File: config.mk
export PLATFORM = sky130hd
export DESIGN_NAME = seg_xlate
export DESIGN_NICKNAME = d
export VERILOG_FILES = /design/src/rtl/seg_xlate_pkg.sv /design/src/rtl/seg_xlate_mode_dec.sv /design/src/rtl/seg_xlate_base_sel.sv /design/src/rtl/seg_xlate_page_if.sv /design/src/rtl/seg_xlate.sv
export SDC_FILE = /design/constraint.sdc
export NUM_CORES = 1
export LEC_CHECK = 0
export BUFFER_PORTS_ARGS = -buffer_cell sky130_fd_sc_hd__clkbuf_2
export CELL_PAD_IN_SITES_DETAIL_PLACEMENT = 1
export CELL_PAD_IN_SITES_GLOBAL_PLACEMENT = 2
export CORE_UTILIZATION = 18
export DETAILED_ROUTE_END_ITERATION = 8
export PLACE_DENSITY_LB_ADDON = 0.1
export SLEW_MARGIN = 20
export SYNTH_ARGS = -nofsm -noshare
export SYNTH_HDL_FRONTEND = slang
export SYNTH_HIERARCHICAL = 1
export SYNTH_SLANG_ARGS = --single-unit
File: constraint.sdc
create_clock -name clk -period 2.8 [get_ports clk]
set_input_delay 0.56 -clock clk [delete_from_list [all_inputs] [get_ports clk]]
set_output_delay 0.56 -clock clk [all_outputs]
set_load 0.02 [all_outputs]
File: src/rtl/seg_xlate_pkg.sv
// Shared types for the segment-mapped translator.
// Assumes nothing beyond what is declared here.
package seg_xlate_pkg;

    // Route an access takes through the translator
    typedef enum logic [1:0] {
        XL_BYPASS  = 2'd0,
        XL_SEGMENT = 2'd1,
        XL_PAGED   = 2'd2
    } xl_mode_e;

    // Rights vector: bit 0 read, bit 1 write, bit 2 exec
    localparam int unsigned PERM_W = 3;
    localparam logic [PERM_W-1:0] PERM_ALL  = 3'b111;
    localparam logic [PERM_W-1:0] PERM_NONE = 3'b000;

endpackage

File: src/rtl/seg_xlate_mode_dec.sv
// Route decoder: picks bypass, fixed segment mapping or paged lookup.
// Assumes en_bits carries the two translation-enable bits of the global
// configuration, and seg_map carries one direct-map flag per segment.
module seg_xlate_mode_dec
    import seg_xlate_pkg::*;
#(
    parameter int unsigned SEG_W = 4,
    localparam int unsigned NSEG = 1 << SEG_W
) (
    input  logic [1:0]      en_bits,
    input  logic [NSEG-1:0] seg_map,
    input  logic [SEG_W-1:0] seg,
    output logic            mmu_on,
    output xl_mode_e        mode
);

    // Either enable bit switches translation on
    always_comb begin
        mmu_on = |en_bits;
    end

    // Pick the route from the enable state and the segment flag
    always_comb begin
        if (!mmu_on) begin
            mode = XL_BYPASS;
        end else if (seg_map[seg]) begin
            mode = XL_SEGMENT;
        end else begin
            mode = XL_PAGED;
        end
    end

endmodule

File: src/rtl/seg_xlate_base_sel.sv
// Segment base selector: returns the physical base nibble for a segment.
// Assumes the lower half of the segments is packed into base_lo and the
// upper half into base_hi, nibble k of a word at bits [k*NIB_W +: NIB_W].
module seg_xlate_base_sel #(
    parameter int unsigned SEG_W = 4,
    parameter int unsigned NIB_W = 4,
    localparam int unsigned NSEG    = 1 << SEG_W,
    localparam int unsigned PER_REG = NSEG / 2,
    localparam int unsigned REG_W   = PER_REG * NIB_W
) (
    input  logic [REG_W-1:0] base_lo,
    input  logic [REG_W-1:0] base_hi,
    input  logic [SEG_W-1:0] seg,
    output logic [NIB_W-1:0] base_nib
);

    logic [NIB_W-1:0] nib_arr [NSEG];

    // Unpack every segment's nibble from the word that holds it
    for (genvar g = 0; g < NSEG; g++) begin : g_nib
        if (g < PER_REG) begin : g_lo
            assign nib_arr[g] = base_lo[(g % PER_REG)*NIB_W +: NIB_W];
        end else begin : g_hi
            assign nib_arr[g] = base_hi[(g % PER_REG)*NIB_W +: NIB_W];
        end
    end

    // Select the nibble of the addressed segment
    always_comb begin
        base_nib = nib_arr[seg];
    end

endmodule

File: src/rtl/seg_xlate_page_if.sv
// Page-path interface: tracks the open lookup and registers its answer.
// Assumes at most one lookup is open at a time, and that the caller waits
// for busy to drop. Answers with no open lookup are dropped.
module seg_xlate_page_if
    import seg_xlate_pkg::*;
#(
    parameter int unsigned VA_W       = 32,
    parameter int unsigned PAGE_SHIFT = 13,
    localparam int unsigned PFN_W     = VA_W - PAGE_SHIFT
) (
    input  logic              clk,
    input  logic              rst_n,
    input  logic              issue,
    input  logic              rsp_valid,
    input  logic [PFN_W-1:0]  rsp_pfn,
    input  logic [PERM_W-1:0] rsp_perm,
    input  logic              rsp_miss,
    output logic              out_valid,
    output logic [VA_W-1:0]   out_paddr,
    output logic [PERM_W-1:0] out_perm,
    output logic              out_miss,
    output logic              busy
);

    logic              open_r;
    logic              rv_r;
    logic [PFN_W-1:0]  pfn_r;
    logic [PERM_W-1:0] perm_r;
    logic              miss_r;
    logic              take;

    // An answer counts only while a lookup is open
    always_comb begin
        take = rsp_valid && open_r;
    end

    // Open on issue, close on an accepted answer
    always_ff @(posedge clk) begin
        if (!rst_n) begin
            open_r <= 1'b0;
        end else if (issue) begin
            open_r <= 1'b1;
        end else if (take) begin
            open_r <= 1'b0;
        end
    end

    // Present the accepted answer for exactly one cycle
    always_ff @(posedge clk) begin
        if (!rst_n) begin
            rv_r <= 1'b0;
        end else begin
            rv_r <= take;
        end
    end

    // Capture the answer fields
    always_ff @(posedge clk) begin
        if (!rst_n) begin
            pfn_r  <= '0;
            perm_r <= PERM_NONE;
            miss_r <= 1'b0;
        end else if (take) begin
            pfn_r  <= rsp_pfn;
            perm_r <= rsp_perm;
            miss_r <= rsp_miss;
        end
    end

    // Expand the frame number into a byte address
    always_comb begin
        out_valid = rv_r;
        out_paddr = {pfn_r, {PAGE_SHIFT{1'b0}}};
        out_perm  = perm_r;
        out_miss  = miss_r;
        busy      = open_r || rv_r;
    end

    AST_RSP_NEXT_CYCLE: assert property (@(posedge clk) disable iff (!rst_n)
        (rsp_valid && busy && !out_valid) |=> out_valid) else $error("AST_RSP_NEXT_CYCLE");
    AST_RSP_SINGLE: assert property (@(posedge clk) disable iff (!rst_n)
        out_valid |=> !out_valid) else $error("AST_RSP_SINGLE");
    AST_STRAY_DROP: assert property (@(posedge clk) disable iff (!rst_n)
        (!busy && !issue) |=> !out_valid) else $error("AST_STRAY_DROP");

endmodule

File: src/rtl/seg_xlate.sv
// Segment-mapped address translator, first stage.
// Bypass and direct-mapped routes answer in the same cycle with full rights.
// Paged accesses go to an external lookup path whose answer is registered.
// Assumes acc_valid is a one-cycle pulse given only while busy is low.
module seg_xlate
    import seg_xlate_pkg::*;
#(
    parameter int unsigned VA_W       = 32,
    parameter int unsigned SEG_W      = 4,
    parameter int unsigned PAGE_SHIFT = 13,
    parameter int unsigned CFG_W      = 32,
    parameter int unsigned EN_BIT_LO  = 2,
    localparam int unsigned NIB_W     = SEG_W,
    localparam int unsigned OFF_W     = VA_W - SEG_W,
    localparam int unsigned PFN_W     = VA_W - PAGE_SHIFT,
    localparam int unsigned NSEG      = 1 << SEG_W,
    localparam int unsigned REG_W     = (NSEG / 2) * NIB_W
) (
    input  logic              clk,
    input  logic              rst_n,
    input  logic              acc_valid,
    input  logic [VA_W-1:0]   acc_vaddr,
    input  logic [CFG_W-1:0]  glb_cfg,
    input  logic [CFG_W-1:0]  mmu_cfg,
    input  logic [REG_W-1:0]  seg_base_lo,
    input  logic [REG_W-1:0]  seg_base_hi,
    output logic              pg_req,
    output logic [VA_W-1:0]   pg_vaddr,
    input  logic              pg_rsp_valid,
    input  logic [PFN_W-1:0]  pg_rsp_pfn,
    input  logic [PERM_W-1:0] pg_rsp_perm,
    input  logic              pg_rsp_miss,
    output logic              res_valid,
    output logic [VA_W-1:0]   res_paddr,
    output logic [PERM_W-1:0] res_perm,
    output logic              res_miss,
    output logic              busy
);

    logic [SEG_W-1:0]  seg;
    logic              mmu_on;
    xl_mode_e          mode;
    logic [NIB_W-1:0]  base_nib;
    logic              pv_valid;
    logic [VA_W-1:0]   pv_paddr;
    logic [PERM_W-1:0] pv_perm;
    logic              pv_miss;
    logic              cfg_unused;

    // Configuration bits that take no part in routing
    assign cfg_unused = ^{glb_cfg[CFG_W-1:EN_BIT_LO+2], glb_cfg[EN_BIT_LO-1:0],
                          mmu_cfg[CFG_W-1:NSEG]};

    // Segment number is the top field of the address
    always_comb begin
        seg = acc_vaddr[VA_W-1 -: SEG_W];
    end

    seg_xlate_mode_dec #(
        .SEG_W(SEG_W)
    ) u_dec (
        .en_bits (glb_cfg[EN_BIT_LO +: 2]),
        .seg_map (mmu_cfg[NSEG-1:0]),
        .seg     (seg),
        .mmu_on  (mmu_on),
        .mode    (mode)
    );

    seg_xlate_base_sel #(
        .SEG_W(SEG_W),
        .NIB_W(NIB_W)
    ) u_base (
        .base_lo  (seg_base_lo),
        .base_hi  (seg_base_hi),
        .seg      (seg),
        .base_nib (base_nib)
    );

    // Raise a lookup request for accesses on the paged route
    always_comb begin
        pg_req   = acc_valid && (mode == XL_PAGED);
        pg_vaddr = acc_vaddr;
    end

    seg_xlate_page_if #(
        .VA_W      (VA_W),
        .PAGE_SHIFT(PAGE_SHIFT)
    ) u_pif (
        .clk       (clk),
        .rst_n     (rst_n),
        .issue     (pg_req),
        .rsp_valid (pg_rsp_valid),
        .rsp_pfn   (pg_rsp_pfn),
        .rsp_perm  (pg_rsp_perm),
        .rsp_miss  (pg_rsp_miss),
        .out_valid (pv_valid),
        .out_paddr (pv_paddr),
        .out_perm  (pv_perm),
        .out_miss  (pv_miss),
        .busy      (busy)
    );

    // Merge the registered page answer with the same-cycle routes
    always_comb begin
        res_valid = 1'b0;
        res_paddr = '0;
        res_perm  = PERM_NONE;
        res_miss  = 1'b0;
        if (pv_valid) begin
            res_valid = 1'b1;
            res_paddr = pv_paddr;
            res_perm  = pv_perm;
            res_miss  = pv_miss;
        end else if (acc_valid && mode == XL_BYPASS) begin
            res_valid = 1'b1;
            res_paddr = acc_vaddr;
            res_perm  = PERM_ALL;
        end else if (acc_valid && mode == XL_SEGMENT) begin
            res_valid = 1'b1;
            res_paddr = {base_nib, acc_vaddr[OFF_W-1:0]};
            res_perm  = PERM_ALL;
        end
    end

    AST_BYPASS_IDENT: assert property (@(posedge clk) disable iff (!rst_n)
        (acc_valid && !mmu_on && !pv_valid) |-> (res_valid && res_paddr == acc_vaddr && !pg_req)) else $error("AST_BYPASS_IDENT");
    AST_SEG_OFFSET_KEPT: assert property (@(posedge clk) disable iff (!rst_n)
        (acc_valid && mode == XL_SEGMENT && !pv_valid) |-> (res_paddr[OFF_W-1:0] == acc_vaddr[OFF_W-1:0])) else $error("AST_SEG_OFFSET_KEPT");
    AST_DIRECT_NO_MISS: assert property (@(posedge clk) disable iff (!rst_n)
        (acc_valid && !pg_req && !pv_valid) |-> (!res_miss && res_perm == PERM_ALL)) else $error("AST_DIRECT_NO_MISS");
    AST_REQ_SETS_BUSY: assert property (@(posedge clk) disable iff (!rst_n)
        pg_req |=> busy) else $error("AST_REQ_SETS_BUSY");
    AST_NO_ISSUE_BUSY: assert property (@(posedge clk) disable iff (!rst_n)
        busy |-> !acc_valid) else $error("AST_NO_ISSUE_BUSY");

endmodule

# [Yosys cells after proc, flatten, opt, wreduce, memory -nomap -nowiden]
# Cells that the tools add are included.
[classes] n_lt_le_gt_ge=2 eq_ne=2 muxes=19 bitwise_logic=1 reduce_logical=8
[ops] operator="$mux 32" n=3
[ops] operator="$bmux 4 s4" n=1
[ops] operator="$mux 3" n=3
[ops] operator="$mux 4" n=2
[ops] operator="$mux 1" n=7
[ops] operator="$ge 5x5->1 const B" n=1
[ops] operator="$lt 4x5->1 const B" n=1
[ops] operator="$not 4->5" n=1
[ops] operator="$bmux 1 s4" n=1
[ops] operator="$logic_and 1x1->1" n=4
[ops] operator="$mux 2" n=2
[ops] operator="$eq 2x1->1 const B" n=1
[ops] operator="$eq 2x2->1 const B" n=1
[ops] operator="$logic_not 2->1" n=1
[ops] operator="$reduce_bool 2->1" n=1
[ops] operator="$reduce_or 2->1" n=1
[ops] operator="$logic_or 1x1->1" n=1
[word_totals] register_bits=25 in_bits=187 out_inout_bits=71 word_cells=37

# [Longest topological paths before layout]
# Gate-level depths: netlist of run 1.
[depth] ltp_word=9 mapped_depth=7 mapped_depth_nobuf=6

# [By module]
# Netlist of run 1, hierarchy kept.
[modules_own_cells] module="seg_xlate_page_if" instances=1 cells_per_inst=126 area_each_um2=1141.1 seq_area_each_um2=500.5
[modules_own_cells] module="seg_xlate" instances=1 cells_per_inst=84 area_each_um2=729.4 seq_area_each_um2=0.0
[modules_own_cells] module="seg_xlate_base_sel" instances=1 cells_per_inst=39 area_each_um2=554.3 seq_area_each_um2=0.0
[modules_own_cells] module="seg_xlate_mode_dec" instances=1 cells_per_inst=15 area_each_um2=170.2 seq_area_each_um2=0.0

# [Worst setup path before layout of run 1]
# No wires, ideal clock.
[synth_timing] kind="input to output" from="input port acc_vaddr[30]" to="output port res_paddr[28]" arrival_time_ns=2.072 required_time_ns=2.240 slack_ns=0.168 path_stages=5 path_buffers=0 path_cell_list="mux4_2 mux2i_1 o31ai_1 mux2_2 a22o_2"
[synth_via] elab_chain_cells=9 word_cells_on_any_way=15 cone_classes="eq/ne: 1; mux: 10; bitwise: 1; reduce/logical: 3"
[synth_rtl] item="from (decl)" line_no="seg_xlate.sv:22" source="input logic [VA_W-1:0] acc_vaddr,"
[synth_rtl] item="$bmux 1 s4 (*)" line_no="seg_xlate_mode_dec.sv:26" source="end else if (seg_map[seg]) begin"
[synth_rtl] item="$mux 1 (not written as such) (*)" line_no="seg_xlate_mode_dec.sv:26"
[synth_rtl] item="$mux 2 (*)" line_no="seg_xlate_mode_dec.sv:26"
[synth_rtl] item="$mux 2 (*)" line_no="seg_xlate_mode_dec.sv:24" source="if (!mmu_on) begin"
[synth_rtl] item="named net mode[0]" line_no="seg_xlate.sv:42" source="xl_mode_e mode;"
[synth_rtl] item="$eq 2x1->1" line_no="seg_xlate.sv:118" source="end else if (acc_valid && mode == XL_SEGMENT) begin"
[synth_rtl] item="$logic_and 1x1->1" line_no="seg_xlate.sv:118"
[synth_rtl] item="$mux 32" line_no="seg_xlate.sv:118"
[synth_rtl] item="$mux 32 (*)" line_no="seg_xlate.sv:114" source="end else if (acc_valid && mode == XL_BYPASS) begin"
[synth_rtl] item="$mux 32 (*)" line_no="seg_xlate.sv:109" source="if (pv_valid) begin"
[synth_rtl] item="to (decl)" line_no="seg_xlate.sv:34" source="output logic [VA_W-1:0] res_paddr,"
# Mark *: on every way through the listed nets, which the timed path passes. The rest lies on a longest branch. The select of a mux whose other input is x is not followed.

# [Final worst setup path of run 1]
# Ends and elaborated chain as after synthesis.

==> results.ini, run 1 <==
[run_status]
outcome = complete, but fails checks
violations = setup timing

[floorplanning]
pin_count = 258
die_h_um = 122.1
core_area_um2 = 13990
rows = 43
die-width_um = 122.1
die_area_um2 = 14900
start_util = 0.1855

[synthesis]
synth_top_area_share = 0.1929
async_flop_share = 0
syn_area_um2 = 2595
synthDistinctLibCells = 35
syn_avg_cell_area_um2 = 9.830
synth-edff-count = 0
ys.flop_type = dfxtp_1
synth_seq_cells = 25
synth.area.top_cells = dfxtp_1 (19%), mux4_1 (15%), buf_4 (14%)
ys_seq_area_frac = 0.1929
synthCells = 264
yosys_warnings = 6
synth_top_cell_by_area = dfxtp_1

[drt]
antenna_left = 0
wl_met3_um = 742
topRoutingLayerUsed = met4
first_pass_iters = 3
drc = 0
routed-via-count = 2776
wl_met1_um = 3795
drt-initial-drc-count = 72
routedWlPerCell_um = 15.35
vias_per_cell = 4.413
wl_um = 9653
route.met2.wl_um = 4931

[min_path]
min_path_cells = 2
hold_end = u_pif/pfn_r[13]
holdCritStartpoint = u_pif/pfn_r[13]
min_path_type = flop to flop

[layout]
fin_area_um2 = 4163
nets = 636
utilization = 0.2976
layout_commonest_cell = clkbuf_2
layout-drive-gt1-share = 0.6853
mostFrequentLayoutCells = clkbuf_2 (171), buf_6 (30), nand2_1 (28)
n_fill_cell = 1663
synthToLayoutAreaGrowth_pct = 60.41

[sta]
min_period_ns = 2.920
timing.final.ws_setup_ns = -0.1197
max_slew_margin = 0.3513
rsz0062_at_grt = true
timing_max_transition_violations_final = 0
fin_crit_sh = 1.043
worstMarginPinSlew_ns = 0.9731
setup-violations-final = 35
fmax_mhz = 342.5
fin_worst_skew_ns = 0.001391
hold_viol = 0
fin_setup_tns_ns = -2.785

[clock_network]
clkLatencyLatePin_ns = 0.26
clkSinkCount = 25
cts_made_buffers = 3
cts_hold_buf = 0
htreeDepth = 1
clockRootBuffer = clkbuf_16
clkTransAtPathRegs_ns = 0.06
ctsLongestPathBuffers = 2
cts_tree = done

[placed_design]
place_congestion = 0.6957
place_area_um2 = 3528
io_buffers = 211
dp_hpwl_um = 7341

[power_and_ir_drop]
netSwitchingPower_mw = 0.4382
peakVddDrop_uv = 174.3
leakage_nw = 2.053
p_sw_frac = 0.3255
p_int_mw = 0.9080
p_per_area_nw_per_um2 = 323.4
power_frac_seq = 0.277
clkPwrFrac = 0.241
pwr-share-comb = 0.483

[setup_path]
start_kind = input port
cp_max_fo = 5
worstPathArrival_ns = 2.36
reg2reg_from = u_pif/open_r
crit_type = input port to output port
r2r_slack_ns = 1.13
rr_endpoint = u_pif/pfn_r[17]
r2r_cells = 3
worstSetupEndpointType = output port
critPathRequiredTime_ns = 2.24

[grt]
grt_start_max_net_pins = 49
grt_pass1_vias = 2938
grt_overflow = 0
grt_pass1_wl_um = 14790
grt_antenna_before_repair = 1
grt_util_all_layers = 0.1270

[flow_run]
maxCapViolations = 0

-- synth_stat cells (2+ instances only) --
master,count
o21ai_2,20
a21o_2,3
mux4_1,15
nand2_1,28
nand3_1,8
a22oi_1,4
mux4_2,5
a22o_1,7
buf_2,10
nor2_1,4
nor2b_1,5
buf_6,8
clkbuf_1,3
mux2_2,4
o21ai_0,3
dfxtp_1,25
inv_1,2
nand4_1,23
a22o_2,25
buf_4,47
-- state kept, by name, indices dropped and copies added, names as in the netlist --
| name | flops |
|---|---|
| u_pif/out_valid | 1 |
| u_pif/out_perm | 3 |
| u_pif/open_r | 1 |
| u_pif/out_miss | 1 |
| u_pif/pfn_r | 19 |
-- how the worst max path moves through the flow --
stage | startpoint | endpoint | slack [ns]
5_1_grt | acc_vaddr[30] | res_paddr[28] | -0.20
4_1_cts | acc_vaddr[31] | res_paddr[28] | -0.16
3_3_place_gp | acc_vaddr[31] | res_paddr[28] | -0.42
6_report | acc_vaddr[30] | res_paddr[28] | -0.12
2_1_floorplan | acc_vaddr[30] | res_paddr[28] | 0.17
3_5_place_dp | acc_vaddr[31] | res_paddr[31] | -0.49
-- stage by stage --
stage          total power, mW  worst slack [ns]  instances  hold WS [ns]
6_report                 1.346           -0.1197        629        0.4615
5_1_grt                  1.428           -0.2010        629        0.4851
4_1_cts                  1.301           -0.1567        625        0.4657
3_5_place_dp            0.8962           -0.4850        612        0.4555
3_3_place_gp            0.8911           -0.4204        612        0.4435
2_1_floorplan           0.7229            0.1683        276        0.4349
-- power by group through the flow --
stage / registers, mW / logic, mW / clock network [mW]
2_1_floorplan: 0.375 / 0.348 / 0
3_3_place_gp: 0.380 / 0.511 / 0
3_5_place_dp: 0.380 / 0.516 / 0
4_1_cts: 0.372 / 0.586 / 0.343
5_1_grt: 0.374 / 0.702 / 0.353
6_report: 0.372 / 0.650 / 0.324
-- layout make-up --
cell class,count,area [µm²],area share
antenna,1,2.502,0.0006011
clock buffer,4,78.83,0.01894
inverter,2,7.507,0.001803
multi-input combinational,180,1733,0.4163
sequential,25,501.7,0.1205
tap,180,225.2,0.05410
timing repair buffer,237,1614,0.3877
-- critical path, cell delays in order --
cell	delay, ns
buf_8	0.08
buf_6	0.09
mux4_2	0.53
a32oi_2	0.28
o31ai_4	0.15
mux2_4	0.32
a22o_4	0.22
buf_6	0.13
-- layer usage --
layer,global-route usage,vias to the layer above
li1,-,1338
met1,0.1453,1306
met2,0.2316,120
met3,0.03511,12
met4,0.02973,0
met5,0,-
-- timing repair --
| action | 4_1_cts | 5_1_grt |
|---|---|---|
| pin swaps | 4 | 4 |
| resized for setup | 32 | 111 |
| setup endpoints to repair | 36 | 36 |
| cloned | 2 | 0 |
| buffers inserted | 7 | 3 |
-- cell families after synthesis --
family          after synthesis  share of synthesized area
simple gates                 74                     0.1500
buf+inv                      71                     0.2049
compound gates               68                     0.2343
mux                          25                     0.2165
flops                        25                     0.1929
other cells                   1                   0.001445
Note: power is estimated with default switching activity, not from simulation.
==> inputs of run 2 (changes only) <==
--- a/config.mk
+++ b/config.mk
@@ -11,6 +11,7 @@
 export CORE_UTILIZATION = 18
 export DETAILED_ROUTE_END_ITERATION = 8
 export PLACE_DENSITY_LB_ADDON = 0.1
+export RECOVER_POWER = 25
 export SLEW_MARGIN = 20
 export SYNTH_ARGS = -nofsm -noshare
 export SYNTH_HDL_FRONTEND = slang
==> results.ini, run 2 (synthesis gave the netlist of run 1 again) <==
[sta]
rsz0062_at_grt = true
timing.final.ws_setup_ns = -0.1197  ; +0.000001000 ns
hold_viol = 0  ; unchanged
fmax_mhz = 342.5  ; unchanged
max_slew_margin = 0.3509  ; -0.0003750
fin_crit_sh = 1.043  ; about the same
setup-violations-final = 35  ; unchanged
fin_worst_skew_ns = 0.001406  ; +0.00001507 ns
timing_max_transition_violations_final = 0  ; unchanged
min_period_ns = 2.920  ; -0.000001000 ns
worstMarginPinSlew_ns = 0.9736  ; +0.0005627 ns

[setup_path]
start_kind = input port
cpMaxStageDelayCell = mux4_2
r2r_cells = 3  ; unchanged
reg2reg_from = u_pif/open_r
cp_max_fo = 5  ; unchanged
r2r_slack_ns = 1.13  ; about the same
cpMostUsedCell = buf_6
cp_cell_sequence = buf_8 > buf_6 > mux4_2 > a32oi_2 > o31ai_4 > mux2_4 > a22o_4 > buf_6
critPathLaunch = acc_vaddr[30]
worstPathArrival_ns = 2.36  ; about the same
worstSetupEndpointType = output port
slowest_delay_ns = 0.53  ; about the same
critPathRequiredTime_ns = 2.24  ; about the same
setup.worst_path.end = res_paddr[28]
rr_endpoint = u_pif/pfn_r[17]
crit_type = input port to output port

[floorplanning]
die-width_um = 122.1  ; unchanged
die_h_um = 122.1  ; unchanged
core_area_um2 = 13990  ; unchanged
pin_count = 258  ; unchanged
start_util = 0.1855  ; unchanged
rows = 43  ; unchanged
die_area_um2 = 14900  ; unchanged

[placed_design]
placed_cells = 612  ; unchanged
place_area_um2 = 3528  ; unchanged
dp_hpwl_um = 7341  ; unchanged
place_congestion = 0.6957  ; unchanged
io_buffers = 211  ; unchanged
place_ws_ns = -0.4850  ; unchanged

[grt]
grt_overflow = 0  ; unchanged
busiest_layer = met2
grt_util_all_layers = 0.1270  ; unchanged
grt_pass1_vias = 2938  ; unchanged
grt_antenna_before_repair = 1  ; unchanged
use_met1 = 0.1453  ; unchanged
use_met2 = 0.2316  ; unchanged
grt_pass1_wl_um = 14790  ; unchanged
use_met3 = 0.03511  ; unchanged
grt_start_max_net_pins = 49  ; unchanged

[clock_network]
clockRootBuffer = clkbuf_16
clkTransAtPathRegs_ns = 0.06  ; about the same
cts_made_buffers = 3  ; unchanged
clkSinkCount = 25  ; unchanged
cts_hold_buf = 0  ; unchanged
ctsLongestPathBuffers = 2  ; unchanged
htreeDepth = 1  ; unchanged
clkLatencyLatePin_ns = 0.26  ; about the same
cts_tree = done

[power_and_ir_drop]
peakVddDrop_uv = 174.4  ; about the same
leakage_nw = 2.008  ; -2.2%
p_per_area_nw_per_um2 = 324.2  ; +0.25%
power.total_mw = 1.343  ; -0.20%

[drt]
vias_per_cell = 4.413  ; unchanged
routedWlPerCell_um = 15.38  ; +0.20%
first_pass_iters = 3  ; unchanged
routed-via-count = 2776  ; unchanged
wl_um = 9672  ; +0.20%
drc = 0  ; unchanged
antenna_left = 0  ; unchanged
drt-initial-drc-count = 70  ; -2.8%

[layout]
largest_reg_flops = 19  ; unchanged
synthToLayoutAreaGrowth_pct = 59.69
layout_commonest_cell = clkbuf_2
fin_area_um2 = 4144  ; -0.45%
mostFrequentLayoutCells = clkbuf_2 (156), buf_6 (30), nand2_1 (28)
regArea_um2 = 501.7  ; unchanged
layout-drive-gt1-share = 0.6518  ; -0.03348
multi_input_area_um2 = 1733  ; unchanged
nets = 636  ; unchanged
utilization = 0.2962  ; -0.001342
fin_cells = 629  ; unchanged
n_fill_cell = 1674  ; +0.66%
regMostFlops = u_pif/pfn_r

[min_path]
min_path_type = flop to flop

[run_status]
violations = setup timing
outcome = complete, but fails checks

[flow_run]
maxCapViolations = 0  ; unchanged

run 2: cell counts in the layout (fill, tap and decap cells not counted):
Identical to the previous run, type by type.
run 2: worst min-delay path by stage:
stage,start,slack [ns],endpoint,cells past startpoint
3_3_place_gp,u_pif/out_miss,0.44,u_pif/out_miss,2
6_report,u_pif/pfn_r[13],0.46,u_pif/pfn_r[13],2
3_5_place_dp,u_pif/out_perm[2],0.46,u_pif/out_perm[2],2
4_1_cts,u_pif/out_miss,0.47,u_pif/out_miss,2
5_1_grt,u_pif/pfn_r[5],0.49,u_pif/pfn_r[5],2
2_1_floorplan,u_pif/out_miss,0.43,u_pif/out_miss,2
run 2: routing by layer:
metal	up-vias	part of all wire
met3	12	0.077
li1	1337	-
met2	120	0.51
met4	0	0.019
met5	-	0
met1	1307	0.39
run 2: through the flow:
stage,hold slack (ns),setup TNS (ns)
finish,0.4615,-2.783
global route,0.4851,-5.671
CTS,0.4657,-4.620
detailed placement,0.4555,-9.085
global placement,0.4435,-8.211
floorplan,0.4349,0
run 2: cell type report:
type,instances,area share
multi-input cells,180,0.4182
repair buffers,237,0.3850
flip-flops and latches,25,0.1211
well taps,180,0.05435
clock buffers,4,0.01902
inverters,2,0.001812
diodes,1,0.0006039
run 2: worst max-delay path, delay by kind of cell:
| family | cells | cell delay [ns] |
|---|---|---|
| AO/OA/AOI/OAI | 3 | 0.65 |
| buffers and inverters | 3 | 0.30 |
| multiplexers | 2 | 0.85 |
run 2: what timing repair did:
item | CTS | global route
setup endpoints to repair | 36 | 36
pin swaps | 4 | 4
gates resized for setup | 32 | 111
gates cloned | 2 | 0
buffers inserted | 7 | 3
run 2: where the power goes:
| part | total, mW | switching [mW] | internal (mW) |
|---|---|---|---|
| Sequential | 0.372 | 0.00824 | 0.364 |
| Clock | 0.324 | 0.129 | 0.195 |
| Combinational | 0.647 | 0.301 | 0.346 |
| Total | 1.34 | 0.438 | 0.905 |
